<file path="src/rtl/mct_pkg.sv">
package mct_pkg;
    localparam int ADDR_W = 4;

    typedef enum logic [1:0] {
        ST_IDLE  = 2'd0,
        ST_RUN   = 2'd1,
        ST_CLEAR = 2'd2
    } run_state_e;

    typedef enum logic [1:0] {
        ACT_NONE   = 2'd0,
        ACT_LOW    = 2'd1,
        ACT_HIGH   = 2'd2,
        ACT_TOGGLE = 2'd3
    } pin_act_e;

    typedef enum logic [1:0] {
        SRC_CLK  = 2'd0,
        SRC_RISE = 2'd1,
        SRC_FALL = 2'd2,
        SRC_BOTH = 2'd3
    } cnt_src_e;

    localparam logic [ADDR_W-1:0] W_CTRL  = 4'd0;
    localparam logic [ADDR_W-1:0] W_SRC   = 4'd1;
    localparam logic [ADDR_W-1:0] W_PRE   = 4'd2;
    localparam logic [ADDR_W-1:0] W_CNT   = 4'd3;
    localparam logic [ADDR_W-1:0] W_PCNT  = 4'd4;
    localparam logic [ADDR_W-1:0] W_MCFG  = 4'd5;
    localparam logic [ADDR_W-1:0] W_CCFG  = 4'd6;
    localparam logic [ADDR_W-1:0] W_CAP   = 4'd7;
    localparam logic [ADDR_W-1:0] W_PINS  = 4'd8;
    localparam logic [ADDR_W-1:0] W_PWM   = 4'd9;
    localparam logic [ADDR_W-1:0] W_FLAG  = 4'd10;
    localparam logic [ADDR_W-1:0] W_MBASE = 4'd12;
endpackage

</file>
<file path="src/rtl/mct_sync.sv">
module mct_sync #(
    parameter int STAGES = 2
) (
    input  logic clk,
    input  logic rst_n,
    input  logic din,
    output logic rise,
    output logic fall
);
    logic [STAGES-1:0] chain;
    logic              prev;
    logic              lvl;

    always_ff @(posedge clk or negedge rst_n) begin
        if (!rst_n) begin
            chain <= '0;
            prev  <= 1'b0;
        end else begin
            chain <= {chain[STAGES-2:0], din};
            prev  <= chain[STAGES-1];
        end
    end

    assign lvl  = chain[STAGES-1];
    assign rise = lvl & ~prev;
    assign fall = ~lvl & prev;

    // an edge pulse never lasts two cycles
    p_edge_single_r7: assert property (@(posedge clk) disable iff (!rst_n)
        (rise || fall) |=> !(rise && $past(rise)) && !(fall && $past(fall)));
endmodule

</file>
<file path="src/rtl/mct_fsm.sv">
module mct_fsm
    import mct_pkg::*;
(
    input  logic clk,
    input  logic rst_n,
    input  logic en,
    input  logic clr_req,
    input  logic stop_hit,
    output logic run,
    output logic clear
);
    run_state_e st, st_nx;

    always_ff @(posedge clk or negedge rst_n) begin
        if (!rst_n) st <= ST_IDLE;
        else        st <= st_nx;
    end

    always_comb begin
        st_nx = st;
        unique case (st)
            ST_IDLE: begin
                if (clr_req)  st_nx = ST_CLEAR;
                else if (en)  st_nx = ST_RUN;
            end
            ST_RUN: begin
                if (clr_req)                st_nx = ST_CLEAR;
                else if (!en || stop_hit)   st_nx = ST_IDLE;
            end
            ST_CLEAR: begin
                if (!clr_req) st_nx = ST_IDLE;
            end
            default: st_nx = ST_IDLE;
        endcase
    end

    always_comb begin
        run   = (st == ST_RUN);
        clear = (st == ST_CLEAR);
    end

    // a stop hit takes the controller out of RUN on the next edge
    p_halt_leaves_run_r2: assert property (@(posedge clk) disable iff (!rst_n)
        (run && stop_hit) |=> !run);
    // CLEAR is only ever entered while the clear bit is held
    p_wipe_needs_req_r10: assert property (@(posedge clk) disable iff (!rst_n)
        $rose(clear) |-> $past(clr_req));
endmodule

</file>
<file path="src/rtl/mct_match.sv">
module mct_match
    import mct_pkg::*;
#(
    parameter int CW = 32
) (
    input  logic          clk,
    input  logic          rst_n,
    input  logic [CW-1:0] cnt,
    input  logic [CW-1:0] mval,
    input  logic          tick,
    input  pin_act_e      act,
    input  logic          pwm_mode,
    input  logic          pin_wr,
    input  logic          pin_wval,
    output logic          hit,
    output logic          pin
);
    logic pin_q;

    assign hit = tick && (cnt == mval);

    always_ff @(posedge clk or negedge rst_n) begin
        if (!rst_n) begin
            pin_q <= 1'b0;
        end else if (pin_wr) begin
            pin_q <= pin_wval;
        end else if (hit) begin
            unique case (act)
                ACT_NONE:   pin_q <= pin_q;
                ACT_LOW:    pin_q <= 1'b0;
                ACT_HIGH:   pin_q <= 1'b1;
                ACT_TOGGLE: pin_q <= ~pin_q;
                default:    pin_q <= pin_q;
            endcase
        end
    end

    assign pin = pwm_mode ? (cnt >= mval) : pin_q;

    // a toggle hit flips the stored pin state
    p_toggle_flips_r5: assert property (@(posedge clk) disable iff (!rst_n)
        (hit && act == ACT_TOGGLE && !pin_wr) |=> pin_q != $past(pin_q));
    // without a hit or a direct write the pin state holds
    p_pin_holds_r5: assert property (@(posedge clk) disable iff (!rst_n)
        (!hit && !pin_wr) |=> $stable(pin_q));
endmodule

</file>
<file path="src/rtl/mct_timer.sv">
module mct_timer
    import mct_pkg::*;
#(
    parameter int CW       = 32,
    parameter int NM       = 4,
    parameter int PW       = 8,
    parameter int SYNC_LEN = 2
) (
    input  logic              clk,
    input  logic              rst_n,
    input  logic              wr_en,
    input  logic [ADDR_W-1:0] addr,
    input  logic [CW-1:0]     wdata,
    output logic [CW-1:0]     rdata,
    input  logic              cap_in,
    output logic [NM-1:0]     match_out,
    output logic              irq
);
    localparam int NPWM = NM - 1;
    localparam int MCFG_W = 3 * NM;
    localparam int NFLAG = NM + 1;

    logic              ctrl_en, ctrl_clr;
    cnt_src_e          src_sel;
    logic [PW-1:0]     pre_lim;
    logic [MCFG_W-1:0] mcfg;
    logic [2:0]        ccfg;
    logic [NPWM-1:0]   pwm_en;
    logic [2*NM-1:0]   pin_act;
    logic [CW-1:0]     mreg [NM];
    logic [CW-1:0]     cnt, cap_val;
    logic [PW-1:0]     pcnt;
    logic [NFLAG-1:0]  flags, flag_ien;
    logic [NM-1:0]     hit, m_ie, m_rst, m_stop;
    logic              run, clear, edge_r, edge_f, cnt_evt, pre_done, tick;
    logic              any_rst, any_stop, cap_evt, reg_wr, pins_wr, flag_wr;

    assign reg_wr  = wr_en;
    assign pins_wr = wr_en && (addr == W_PINS);
    assign flag_wr = wr_en && (addr == W_FLAG);

    always_ff @(posedge clk or negedge rst_n) begin
        if (!rst_n) begin
            ctrl_en  <= 1'b0;
            ctrl_clr <= 1'b0;
            src_sel  <= SRC_CLK;
            pre_lim  <= '0;
            mcfg     <= '0;
            ccfg     <= '0;
            pwm_en   <= '0;
            pin_act  <= '0;
            for (int i = 0; i < NM; i++) mreg[i] <= '0;
        end else begin
            if (reg_wr) begin
                unique case (addr)
                    W_CTRL: begin
                        ctrl_en  <= wdata[0];
                        ctrl_clr <= wdata[1];
                    end
                    W_SRC:  src_sel <= cnt_src_e'(wdata[1:0]);
                    W_PRE:  pre_lim <= wdata[PW-1:0];
                    W_MCFG: mcfg    <= wdata[MCFG_W-1:0];
                    W_CCFG: ccfg    <= wdata[2:0];
                    W_PINS: pin_act <= wdata[NM +: 2*NM];
                    W_PWM:  pwm_en  <= wdata[NPWM-1:0];
                    default: ;
                endcase
            end
            for (int i = 0; i < NM; i++) begin
                if (reg_wr && addr == W_MBASE + ADDR_W'(i)) mreg[i] <= wdata;
            end
            if (any_stop) ctrl_en <= 1'b0;
        end
    end

    for (genvar i = 0; i < NM; i++) begin : g_cfg
        assign m_ie[i]   = mcfg[3*i];
        assign m_rst[i]  = mcfg[3*i+1];
        assign m_stop[i] = mcfg[3*i+2];
    end

    mct_sync #(.STAGES(SYNC_LEN)) u_sync (
        .clk  (clk),
        .rst_n(rst_n),
        .din  (cap_in),
        .rise (edge_r),
        .fall (edge_f)
    );

    always_comb begin
        unique case (src_sel)
            SRC_CLK:  cnt_evt = 1'b1;
            SRC_RISE: cnt_evt = edge_r;
            SRC_FALL: cnt_evt = edge_f;
            SRC_BOTH: cnt_evt = edge_r | edge_f;
            default:  cnt_evt = 1'b0;
        endcase
    end

    assign pre_done = (pcnt == pre_lim);
    assign tick     = run && cnt_evt && pre_done;
    assign any_rst  = |(hit & m_rst);
    assign any_stop = |(hit & m_stop);

    mct_fsm u_fsm (
        .clk     (clk),
        .rst_n   (rst_n),
        .en      (ctrl_en),
        .clr_req (ctrl_clr),
        .stop_hit(any_stop),
        .run     (run),
        .clear   (clear)
    );

    always_ff @(posedge clk or negedge rst_n) begin
        if (!rst_n) begin
            cnt  <= '0;
            pcnt <= '0;
        end else if (clear) begin
            cnt  <= '0;
            pcnt <= '0;
        end else if (run && cnt_evt) begin
            if (pre_done) begin
                pcnt <= '0;
                if (any_rst)       cnt <= '0;
                else if (!any_stop) cnt <= cnt + 1'b1;
            end else begin
                pcnt <= pcnt + 1'b1;
            end
        end
    end

    for (genvar i = 0; i < NM; i++) begin : g_ch
        logic pwm_sel;
        if (i < NPWM) begin : g_pwm
            assign pwm_sel = pwm_en[i];
        end else begin : g_per
            assign pwm_sel = 1'b0;
        end
        mct_match #(.CW(CW)) u_match (
            .clk     (clk),
            .rst_n   (rst_n),
            .cnt     (cnt),
            .mval    (mreg[i]),
            .tick    (tick),
            .act     (pin_act_e'(pin_act[2*i +: 2])),
            .pwm_mode(pwm_sel),
            .pin_wr  (pins_wr),
            .pin_wval(wdata[i]),
            .hit     (hit[i]),
            .pin     (match_out[i])
        );
    end

    assign cap_evt = (edge_r && ccfg[0]) || (edge_f && ccfg[1]);

    always_ff @(posedge clk or negedge rst_n) begin
        if (!rst_n) cap_val <= '0;
        else if (cap_evt) cap_val <= cnt;
    end

    always_ff @(posedge clk or negedge rst_n) begin
        if (!rst_n) flags <= '0;
        else flags <= (flags & ~(flag_wr ? wdata[NFLAG-1:0] : '0)) | {cap_evt, hit};
    end

    assign flag_ien = {ccfg[2], m_ie};
    assign irq      = |(flags & flag_ien);

    always_comb begin
        rdata = '0;
        unique case (addr)
            W_CTRL: rdata[1:0]         = {ctrl_clr, ctrl_en};
            W_SRC:  rdata[1:0]         = src_sel;
            W_PRE:  rdata[PW-1:0]      = pre_lim;
            W_CNT:  rdata              = cnt;
            W_PCNT: rdata[PW-1:0]      = pcnt;
            W_MCFG: rdata[MCFG_W-1:0]  = mcfg;
            W_CCFG: rdata[2:0]         = ccfg;
            W_CAP:  rdata              = cap_val;
            W_PINS: rdata[3*NM-1:0]    = {pin_act, match_out};
            W_PWM:  rdata[NPWM-1:0]    = pwm_en;
            W_FLAG: rdata[NFLAG-1:0]   = flags;
            default: ;
        endcase
        for (int i = 0; i < NM; i++) begin
            if (addr == W_MBASE + ADDR_W'(i)) rdata = mreg[i];
        end
    end

    // an ordinary tick advances the count by one
    p_tick_step_r1: assert property (@(posedge clk) disable iff (!rst_n)
        (!clear && tick && !any_rst && !any_stop) |=> cnt == $past(cnt) + 1'b1);
    // a stop hit drops the enable bit
    p_stop_drops_en_r2: assert property (@(posedge clk) disable iff (!rst_n)
        any_stop |=> !ctrl_en);
    // a reset hit returns the count to zero
    p_reset_hit_r3: assert property (@(posedge clk) disable iff (!rst_n)
        any_rst |=> cnt == '0);
    // a set flag survives unless its clear bit is written
    p_flag_sticky_r4: assert property (@(posedge clk) disable iff (!rst_n)
        (flags[0] && !(flag_wr && wdata[0])) |=> flags[0]);
    // a capture event stores the count seen at that edge
    p_cap_load_r7: assert property (@(posedge clk) disable iff (!rst_n)
        cap_evt |=> cap_val == $past(cnt));
    // CLEAR leaves both counters at zero
    p_clear_zero_r10: assert property (@(posedge clk) disable iff (!rst_n)
        clear |=> (cnt == '0) && (pcnt == '0));
endmodule

</file>
<file path="config.mk">
export PLATFORM = sky130hd
export DESIGN_NAME = mct_timer
export DESIGN_NICKNAME = d
export VERILOG_FILES = /design/src/rtl/mct_pkg.sv /design/src/rtl/mct_sync.sv /design/src/rtl/mct_fsm.sv /design/src/rtl/mct_match.sv /design/src/rtl/mct_timer.sv
export SDC_FILE = /design/constraint.sdc
export NUM_CORES = 1
export LEC_CHECK = 0
export CELL_PAD_IN_SITES_DETAIL_PLACEMENT = 1
export CELL_PAD_IN_SITES_GLOBAL_PLACEMENT = 1
export CORE_ASPECT_RATIO = 0.5
export CORE_MARGIN = 2
export CORE_UTILIZATION = 49
export CTS_CLUSTER_DIAMETER = 30
export DETAILED_ROUTE_END_ITERATION = 7
export GPL_TIMING_DRIVEN = 0
export PLACE_DENSITY_LB_ADDON = 0.1
export SLEW_MARGIN = 0
export SYNTH_ARGS = -nofsm -noshare
export SYNTH_HDL_FRONTEND = slang
export SYNTH_HIERARCHICAL = 1
export SYNTH_SLANG_ARGS = --single-unit
</file>
<file path="constraint.sdc">
create_clock -name clk -period 3.8 [get_ports clk]
set_input_delay 0.38 -clock clk [delete_from_list [all_inputs] [get_ports clk]]
set_output_delay 0.38 -clock clk [all_outputs]
set_load 0.03 [all_outputs]
</file>
Word-level counts from Yosys, hierarchy flattened
Index checks and enable logic that the tools add are counted.
Widths: inputs -> output; s select.
{"block": "totals", "regBits": 252, "in_bits": 40, "output_inout_bits": 37, "word_cells": 180}
{"block": "op_classes", "n_addsub": 2, "magnitude_cmp": 3, "n_eq_ne": 44, "muxes": 44, "bitwise": 15, "n_reduce_logical": 49}
{"op": "$mux 32", "count": 9}
{"op": "$eq 32x32->1", "count": 4}
{"op": "$ge 32x32->1", "count": 3}
{"op": "$pmux 20 s2", "count": 1}
{"op": "$add 32x1->32 const B", "count": 1}
{"op": "$eq 4x4->1 const B", "count": 7}
{"op": "$mux 8", "count": 3}
{"op": "$reduce_and 2->1", "count": 12}
{"op": "$eq 2x2->1 const B", "count": 11}
{"op": "$pmux 2 s11", "count": 1}
{"op": "$pmux 3 s6", "count": 1}
{"op": "$eq 4x3->1 const B", "count": 4}
{"op": "$pmux 4 s4", "count": 1}
{"op": "$reduce_bool 2->1", "count": 8}
{"op": "$logic_and 1x1->1", "count": 14}
{"op": "$mux 1", "count": 14}
{"op": "$pmux 2 s7", "count": 1}
{"op": "$eq 2x1->1 const B", "count": 6}
{"op": "$logic_not 2->1", "count": 6}
{"op": "$pmux 1 s3", "count": 4}
{"op": "$and 5x5->5", "count": 2}
{"op": "$mux 2", "count": 5}
{"op": "$pmux 1 s9", "count": 1}
{"op": "$add 8x1->8 const B", "count": 1}
{"op": "other kinds (22)", "count": 37}

Depth between registers and ports, before layout
Gate-level depths: netlist (run 1).
{"block": "depth", "depth_word": 14, "depth_mapped": 13}

Cells and area by module
The synthesis (run 1) kept the hierarchy.
{"mod": "mct_timer", "instances": 1, "cells_each": 1007, "area_per_inst_um2": 11612.4}
{"mod": "mct_match", "instances": 4, "cells_each": 121, "area_per_inst_um2": 912.1}
{"mod": "mct_fsm", "instances": 1, "cells_each": 7, "area_per_inst_um2": 91.3}
{"mod": "mct_sync", "instances": 1, "cells_each": 5, "area_per_inst_um2": 90.1}

Worst setup path before layout (run 1)
No wires, ideal clock.
{"block": "synth_timing", "path_type": "register to output", "from": "register cnt[5]", "to": "output port rdata[1]", "arrival_ps": 2983, "setup_slack_ps": 437, "stages_incl_launch_ff": 11, "path_cell_list": "dfrtp_1 -> ha_1 -> a21oi_2 -> o21ai_1 -> a221o_1 -> o31a_1 -> o32a_1 -> a22oi_1 -> nand2_1 -> a2111oi_0 -> o21ai_0"}
{"block": "synth_via", "elab_chain_len": 7}
{"element": "from (decl)", "line": "mct_timer.sv:31", "rtl": "logic [CW-1:0] cnt, cap_val;"}
{"element": "from (signal assigned)", "line": "mct_timer.sv:126", "rtl": "else if (!any_stop) cnt <= cnt + 1'b1;"}
{"element": "$ge 32x32->1", "line": "mct_match.sv:38", "rtl": "assign pin = pwm_mode ? (cnt >= mval) : pin_q;"}
{"element": "$mux 1", "line": "mct_match.sv:38"}
{"element": "net match_out[1]", "line": "mct_timer.sv:16", "rtl": "output logic [NM-1:0] match_out,"}
{"element": "$pmux 2 s11", "line": "mct_timer.sv:172", "rtl": "unique case (addr)"}
{"element": "$mux 32 (4 in a row)", "line": "mct_timer.sv:187", "rtl": "if (addr == W_MBASE + ADDR_W'(i)) rdata = mreg[i];"}
{"element": "to (decl)", "line": "mct_timer.sv:14", "rtl": "output logic [CW-1:0] rdata,"}
The timed path passes the listed nets, and every way through them passes these cells.

Worst setup path in the final report (run 1)
{"block": "layout_timing", "from": "register mreg[103] (netlist name)", "to": "output port rdata[0]"}
{"block": "layout_via", "elab_chain_len": 7}
{"element": "from (decl)", "line": "mct_timer.sv:30", "rtl": "logic [CW-1:0] mreg [NM];"}
{"element": "from (signal, indexed assignment)", "line": "mct_timer.sv:70", "rtl": "if (reg_wr && addr == W_MBASE + ADDR_W'(i)) mreg[i] <= wdata;"}
{"element": "$ge 32x32->1", "line": "mct_match.sv:38"}
{"element": "$mux 1", "line": "mct_match.sv:38"}
{"element": "$pmux 2 s11", "line": "mct_timer.sv:172"}
{"element": "$mux 32 (4 in a row)", "line": "mct_timer.sv:187"}
No other way between the ends.

==> results of run 1 <==
-- cells by family (layout without fill, tap and decap cells) --
kind of cell	count (synthesis)	count (layout)	synth area share, %
DFF	252	252	40.8
muxes	203	203	14.7
xor gates and xnor gates	32	32	1.81
AOI/OAI and AO/OA	294	294	13.2
and+or+nand+nor	384	384	13.8
other	1	2	0.0243
adders and majority gates	130	130	10.5
buffers and inverters	207	437	5.06
-- per-layer routing --
layer	vias up	part of all wire (%)	GRT usage, %
met5	-	0	0
li1	5899	-	-
met3	180	10	12.1
met4	0	3.7	14.0
met1	7186	41	50.8
met2	692	45	59.8
-- layout by cell type, fill, tap and decap left out, types with 9 or more instances in the layout --
cell             netlist  layout
nor2_1                77      72
a22oi_1               49      49
ha_1                 130     113
clkbuf_2               0      15
dfrtp_1              252     226
clkbuf_8               0       9
clkdlybuf4s50_1        0      53
nand2b_1              10      10
clkbuf_16              0      45
o21ai_0               43      42
ha_4                   0      15
buf_1                 18      14
nand3_1               46      44
xnor2_1               26      26
mux2_2               196     196
nand2_1              111     104
a21oi_1               69      65
buf_4                  0      76
dlymetal6s2s_1         0      11
a21o_1                10      10
inv_1                147     147
a222oi_1              17      17
a31oi_1               22      22
nor4_1                 9       9
nor3_1                15      10
nand4_1               31      31
and3_1                14      14
dfrtp_2                0      25
clkbuf_1              37      23
-- final cells by class --
type	count	share of cell area (%)
multi-input combinational	1045	45.6
sequential	252	32.4
timing repair buffer	154	7.31
clock buffer	62	6.55
inverter	148	2.84
tap	423	2.71
buffer	58	1.40
clock inverter	15	1.15
-- state kept, by name, indices dropped and copies added, names as in the netlist, 4 cells and up --
name / count
pre_lim: 8
cap_val: 32
pin_act: 8
flags: 5
g_ch.u_match/pin_q: 4
mreg: 128
mcfg: 12
pcnt: 8
cnt: 32
-- report_power, final --
part | internal, mW | switching, mW
registers | 3.15 | 0.524
logic | 1.07 | 1.54
clock network | 2.68 | 1.44
-- through the flow --
stage / hold slack [ps] / setup slack [ps] / power [mW] / util, % / TNS [ps]
after global placement: 333 / -8360 / 5.73 / 54.5 / -2144450
after floorplan: 84.4 / 437 / 4.93 / - / 0
after detailed placement: 283 / -1370 / 5.90 / 54.7 / -47990
final: 299 / -191 / 10.4 / 63.7 / -500
after global routing: 294 / -202 / 10.7 / 63.7 / -783
after CTS: 286 / -198 / 10.1 / 61.2 / -585
-- worst max-delay path by stage --
stage | from | end | slack [ps] | cells past startpoint
5_1_grt | mreg[103] | rdata[0] | -200 | 13
2_1_floorplan | cnt[5] | rdata[1] | 440 | 10
6_report | mreg[103] | rdata[0] | -190 | 13
4_1_cts | cnt[5] | rdata[0] | -200 | 12
3_5_place_dp | addr[0] | rdata[31] | -1370 | 8
3_3_place_gp | rst_n | mreg[17] | -8360 | 1
-- repair_timing --
action	in CTS	in global routing
cloned	0	0
buffers inserted	27	49
hold buffers	1	0
hold endpoints to repair	40	0
pin swaps	21	37
gates resized for setup	114	75
setup endpoints to repair	65	43
==> flow_summary.yaml, run 1 <==
run_status:
  status: "finished, violations left"
  failed_checks: "negative setup slack"
synthesis:
  synth.avg_cell_area_um2: 10.3
  yosysMostFrequentCell: "dfrtp_1"
  synth_top_area_share_pct: 40.8
  synth-main-ff-cell: "dfrtp_1"
  synthDistinctLibCells: 77
  synth_area_mm2: 0.0154
  yosys-top-cells-area: "dfrtp_1, mux2_2, ha_1"
  synth_seq_area_share_pct: 40.8
  synthTopCellsByCount: "dfrtp_1, mux2_2, inv_1"
  synth_edf_count: 0
  synth_cells: 1503
  ys_async_sr_fraction_pct: 100
  synth-seq-cells: 252
  synth_largest_area_cell: "dfrtp_1"
  yosys_warnings: 6
final_layout:
  multiInputGateArea_mm2: 0.00891
  diodes: 0
  fin_cells: 2157
  seq_area_mm2: 0.00634
  synthToLayoutAreaGrowth_pct: 26.6
  finalNetCount: 1872
  final_layout_size_suffix_gt1_share_pct: 29.0
  final_cell_area_mm2: 0.0195
  num-fill-cells: 3271
floorplanning:
  ios: 77
  dieArea_mm2: 0.0330
  rows: 45
  die-height_um: 130
  initial_core_util_pct: 50.3
  core_area_mm2: 0.0307
  dieWidth_um: 255
clock_network:
  clk_pin_slew_ps: 60
  cts_buffers: 43
  clockRootBuffer: "clkbuf_16"
  cts.sinks: 252
  cts_tree: "yes"
  clock_latency_ps: 540
  cts_max_path_buffers: 3
  h-tree-depth: 2
placed_design:
  port_buffers: 74
  dp.cells: 2004
  routabilityCongestion: 0.957
  place_hpwl_um: 43600
  placed_cell_area_mm2: 0.0168
critical_path:
  regToRegSetupSlack_ps: -60
  cp.buffers_inverters: 2
  crit_path_max_fanout: 3
  worstPathArrival_ps: 3610
  critPathMaxStageDelay_ps: 410
  reg2reg_to: "cnt[26]"
  end_kind: "output port"
  worstPathRequired_ps: 3420
  crit_family: "compound AO/OA/AOI/OAI gates"
  crit_slowest_cell: "dfrtp_1"
  critical_path_class: "reg -> out"
  rr_worst_depth: 12
  worstSetupStartpointType: "flop"
  r2r_start: "cnt[5]"
  crit_path_cell_trace: "inv_1, ha_4, a21oi_4, o21ai_4, a221o_1, o31a_1, o32a_1, a22o_1, a21oi_2, o221ai_2, o22ai_1, nand2_1, buf_6"
global_routing:
  grt_pass1_wl_um: 92800
  grt_pass1_vias: 14582
  antenna_found_initial: 1
  grt_usage_pct: 38.5
  grt_overflow_total: 0
  grt_max_degree: 108
sta:
  slew_violations: 0
  relSlewSlack_pct: 27.1
  skew_ps: 34.6
  hold_viol_final: 0
  max_freq_mhz: 251
  rsz0062_at_grt: "yes"
  setup_viol: 4
  worst_slew_pin_slew_ps: 1090
  period_share_pct: 105
  min_period_ps: 3990
  timing.final.ws_setup_ps: -191
min_path:
  min_to: "u_sync/chain[0]"
  min_path_cells: 1
  hold_start: "cap_in"
  hold_class: "in -> reg"
routing:
  drt_wl_total_um: 65200
  drtAntennaViolNets: 0
  wire_per_inst_um: 30.2
  remaining_drc_errors: 0
  drt_iter0_drc: 1272
  vias_per_cell: 6.47
  vias: 13957
  drt_first_pass_iters: 5
power:
  p_leak_nw: 9.14
  peakVddDrop_mv: 0.342
  power_density_mw_per_mm2: 532
run:
  cap_violations: 0
Power figures use the tool's default switching activity.
==> inputs of run 2 (changes only) <==
- CORE_UTILIZATION: 49 -> 50
- CTS_BUF_LIST: not set -> sky130_fd_sc_hd__clkbuf_8
==> flow_summary.yaml, run 2 (synthesis results as in run 1) <==
clock_network:
  clk_pin_slew_ps: 70
  clockRootBuffer: "clkbuf_8"
  cts_tree: "yes"
  clock_latency_ps: 620
  cts.sinks: 252
  cts_max_path_buffers: 3
  h-tree-depth: 2
  cts_buffers: 46
run:
  cap_violations: 0
critical_path:
  crit_path_start: "mreg[71]"
  reg2reg_to: "cnt[26]"
  end_kind: "output port"
  critical_path_class: "reg -> out"
  critPathCapture: "rdata[1]"
  rr_worst_depth: 12
  regToRegSetupSlack_ps: -50
  crit_path_max_fanout: 3
  worstSetupStartpointType: "flop"
  r2r_start: "cnt[9]"
  worstPathArrival_ps: 3710
  worstPathRequired_ps: 3420
placed_design:
  place_hpwl_um: 42900
  dp.cells: 1980
  port_buffers: 74
  routabilityCongestion: 0.966
power:
  p_sw_mw: 3.28
  power.internal_mw: 5.63
  p_seq_share_pct: 41.1
  total_power_mw: 8.92
  p_leak_nw: 8.92
  power_frac_comb_pct: 29.2
  power_density_mw_per_mm2: 471
  clkPwrFrac_pct: 29.7
  peakVddDrop_mv: 0.280
  p_sw_share_pct: 36.8
global_routing:
  grt_max_degree: 123
  grt_overflow_total: 0
  antenna_found_initial: 3
  grt_pass1_vias: 14406
  grt_pass1_wl_um: 90300
  grt_usage_pct: 37.9
sta:
  hold_viol_final: 0
  timing.final.ws_setup_ps: -292
  relSlewSlack_pct: 31.3
  worst_slew_pin_slew_ps: 1020
  period_share_pct: 108
  max_freq_mhz: 244
  min_period_ps: 4090
  slew_violations: 0
  setup_viol: 5
  setup_tns_ps: -769
  rsz0062_at_grt: "yes"
  skew_ps: 41.3
routing:
  wire_per_inst_um: 29.2
  vias_per_cell: 6.53
  drt_first_pass_iters: 7
  remaining_drc_errors: 0
  drtAntennaViolNets: 0
  drt_wl_total_um: 62200
  vias: 13885
  drt_iter0_drc: 1274
run_status:
  status: "finished, violations left"
  failed_checks: "negative setup slack"
final_layout:
  fin_cells: 2127
  seq_area_mm2: 0.00634
  layout_common_cells: "dfrtp_1, mux2_2, inv_1"
  final_layout_size_suffix_gt1_share_pct: 29.0
  largest_reg_flops: 128
  diodes: 0
  largest_register: "mreg"
  num-fill-cells: 3270
  synthToLayoutAreaGrowth_pct: 22.6
  top_regs: "mreg x128, cap_val x32, cnt x32"
  final_common_cell: "dfrtp_1"
  finalNetCount: 1868
  multiInputGateArea_mm2: 0.00900
floorplanning:
  ios: 77
  initial_core_util_pct: 50.9
  core_area_mm2: 0.0303
  dieWidth_um: 253
  die-height_um: 128
  dieArea_mm2: 0.0324
  rows: 45
min_path:
  hold_class: "in -> reg"
==> run 2: cell count changes in the layout (fill, tap and decap cells not counted), sizes merged <==
cell	before	now
clkdlybuf4s50	53	50
clkinvlp	1	3
clkinv	6	8
clkbuf	99	93
dlygate4sd2	6	2
bufinv	5	1
buf	104	97
dlymetal6s2s	11	17
inv	151	159
==> run 2: final cells by class <==
type	instances	share of cell area (%)
tap	399	2.64
multi-input combinational	1045	47.5
buffer	58	1.45
timing repair buffer	147	7.26
clock buffer	55	4.00
inverter	148	2.93
clock inverter	23	0.707
sequential	252	33.5
==> run 2: critical path, cell delays in order (launching register included) <==
cell and delay, ps:
dfrtp_1 430, inv_1 160, ha_4 240, a21oi_2 170, o21ai_2 80, a221o_1 350, o31a_1 280, o32a_1 410
a22oi_1 200, nand2_1 130, a2111oi_4 370, o21ai_1 100, buf_4 180
==> run 2: worst min path at each step <==
stage               startpoint               to  slack (ps)  cells after the start
2_1_floorplan            rst_n       cap_val[0]          80                      0
3_3_place_gp   u_sync/chain[0]  u_sync/chain[1]         330                      0
3_5_place_dp             rst_n          pcnt[3]         330                      1
4_1_cts                 cap_in  u_sync/chain[0]         200                      1
5_1_grt                 cap_in  u_sync/chain[0]         220                      1
6_report                cap_in  u_sync/chain[0]         220                      1
==> run 2: layer usage <==
layer | GRT usage (%) | wire length (um) | up-vias
met4 | 12.9 | 2040 | 0
met3 | 10.5 | 6110 | 152
met1 | 51.3 | 26400 | 7141
li1 | - | - | 5890
met5 | 0 | 0 | -
met2 | 58.6 | 27600 | 702
==> run 2: power groups by stage <==
stage / clock (mW) / sequential (mW) / combinational [mW]
floorplan: 0 / 3.46 / 1.47
global placement: 0 / 3.64 / 2.07
detailed placement: 0 / 3.68 / 2.21
CTS: 2.65 / 3.63 / 2.44
global route: 2.77 / 3.71 / 2.77
finish: 2.65 / 3.67 / 2.60
==> run 2: metrics by stage <==
stage | hold slack (ps) | util (%) | setup slack, ps | instance area, um2
3_5_place_dp | 330 | 55.3 | -1160 | 16800
3_3_place_gp | 334 | 55.0 | -8330 | 16700
6_report | 224 | 62.4 | -292 | 18900
4_1_cts | 204 | 60.9 | -144 | 18500
5_1_grt | 224 | 62.4 | -330 | 18900
2_1_floorplan | 84.4 | - | 437 | 15400
==> run 2: timing repair <==
action,4_1_cts,5_1_grt
gates cloned,0,0
setup endpoints to repair,67,48
setup buffers,44,25
resized for setup,132,64
endpoints found under the hold margin,50,0
pin swaps,29,32
hold buffers,1,0
==> inputs of run 3 (changes only) <==
- RECOVER_POWER: not set -> 25
- SKIP_CTS_REPAIR_TIMING: not set -> 1
==> flow_summary.yaml, run 3 (synthesis results as in run 1) <==
run_status:
  status: "finished, violations left"
  failed_checks: "max-capacitance violations, max-slew violations, negative setup slack"
clock_network:
  cts.sinks: 252
  cts_tree: "yes"
  cts_buffers: 46
  clk_pin_slew_ps: 70
  clock_latency_ps: 620
  cts_max_path_buffers: 3
  clockRootBuffer: "clkbuf_8"
  h-tree-depth: 2
global_routing:
  grt_usage_pct: 36.6
  antenna_found_initial: 2
  use_met2_pct: 56.5
  gr-usage-met1_pct: 51.7
  grt_overflow_total: 0
  grt_pass1_vias: 13925
  busiest_layer: "met2"
  met3_usage_pct: 7.70
  grt_pass1_wl_um: 87500
  grt_max_degree: 123
critical_path:
  regToRegSetupSlack_ps: 0
  crit_path_max_fanout: 10
  r2r_start: "cnt[8]"
  worstSetupStartpointType: "flop"
  worstPathArrival_ps: 3710
  crit_path_start: "cnt[1]"
  critical_path_class: "reg -> out"
  end_kind: "output port"
  worstPathRequired_ps: 3420
final_layout:
  multiInputGateArea_mm2: 0.00888
  final_common_cell: "dfrtp_1"
  utilization_pct: 61.7
  layout_common_cells: "dfrtp_1, mux2_2, inv_1"
  synthToLayoutAreaGrowth_pct: 21.2
  top_regs: "mreg x128, cap_val x32, cnt x32"
  largest_reg_flops: 128
  largest_register: "mreg"
  finalNetCount: 1861
  num-fill-cells: 3301
  seq_area_mm2: 0.00633
  diodes: 0
  final_layout_size_suffix_gt1_share_pct: 28.0
  fin_cells: 2120
sta:
  timing.final.ws_setup_ps: -288
  period_share_pct: 108
  worst_slew_pin_slew_ps: 3120
  setup_viol: 5
  max_freq_mhz: 245
  skew_ps: 40.6
  rsz0062_at_grt: "yes"
  relSlewSlack_pct: -108
  slew_violations: 52
  hold_viol_final: 0
  min_period_ps: 4090
  whs_ps: 345
floorplanning:
  die-height_um: 128
  dieArea_mm2: 0.0324
  ios: 77
  rows: 45
  dieWidth_um: 253
  core_area_mm2: 0.0303
  initial_core_util_pct: 50.9
routing:
  drt_first_pass_iters: 8
  drt_iter0_drc: 1353
  wire_per_inst_um: 28.7
  vias_per_cell: 6.48
  vias: 13746
  drt_wl_total_um: 60900
  remaining_drc_errors: 0
  drtAntennaViolNets: 0
run:
  cap_violations: 1
placed_design:
  place_hpwl_um: 42900
  pre_cts_slack_ps: -1160
  port_buffers: 74
  dp.cells: 1980
  routabilityCongestion: 0.966
power:
  peakVddDrop_mv: 0.289
  p_leak_nw: 8.73
  power_density_mw_per_mm2: 471
min_path:
  hold_start: "cap_in"
  hold_class: "in -> reg"
run 3: cell count changes in the layout (fill, tap and decap cells not counted), moves of 4 or more:
cell	before	now
dfrtp_2	27	21
dlymetal6s2s_1	17	9
buf_4	66	58
ha_1	105	111
dfrtp_1	225	231
clkbuf_4	9	5
clkdlybuf4s50_1	50	60
buf_2	8	12
ha_4	25	17
run 3: power breakdown:
group / total (mW) / leakage (nW) / switching, mW / internal, mW
Combinational: 2.52 / 5.06 / 1.45 / 1.06
Clock: 2.63 / 0.500 / 1.26 / 1.38
Sequential: 3.67 / 3.18 / 0.527 / 3.15
run 3: routing by layer:
metal  share of wire (%)  wire (um)  vias to the layer above
met1                  43      26400                     7032
li1                    -          -                     5870
met3                 9.1       5560                      143
met5                   0          0                        -
met4                 3.1       1860                        0
met2                  44      27000                      701
run 3: area by class of cell:
type | instances | share of cell area, %
Multi-Input combinational cell | 1045 | 47.4
Clock inverter | 23 | 0.715
Timing Repair Buffer | 140 | 6.93
Buffer | 58 | 1.44
Sequential cell | 252 | 33.8
Clock buffer | 55 | 4.04
Tap cell | 399 | 2.67
Inverter | 148 | 2.97
run 3: final timing paths:
kind,endpoint,depth (start not counted)
hold / removal,u_sync/chain[0],1
max in group asynchronous,cnt[4],2
hold reg to reg,u_sync/chain[1],0
min in group asynchronous,pcnt[6],2
setup reg to reg,cnt[26],11
setup / recovery,rdata[1],11
run 3: critical path, cell delays in order, from the launching register on:
cell and delay (ps):
dfrtp_2 530, ha_1 360, nor2b_1 140, o211ai_1 240, a21boi_0 170, o31a_1 310
o32a_1 430, a22oi_1 210, nand2_1 120, a2111oi_4 270, o21ai_1 110, buf_4 180
run 3: through the flow:
| step | TNS (ps) | total power [mW] | cell area (um2) |
|---|---|---|---|
| 2_1_floorplan | 0 | 4.93 | 15400 |
| 3_3_place_gp | -2142080 | 5.71 | 16700 |
| 3_5_place_dp | -45000 | 5.88 | 16800 |
| 4_1_cts | -47750 | 8.52 | 17700 |
| 5_1_grt | -3720 | 9.17 | 18700 |
| 6_report | -814 | 8.82 | 18700 |
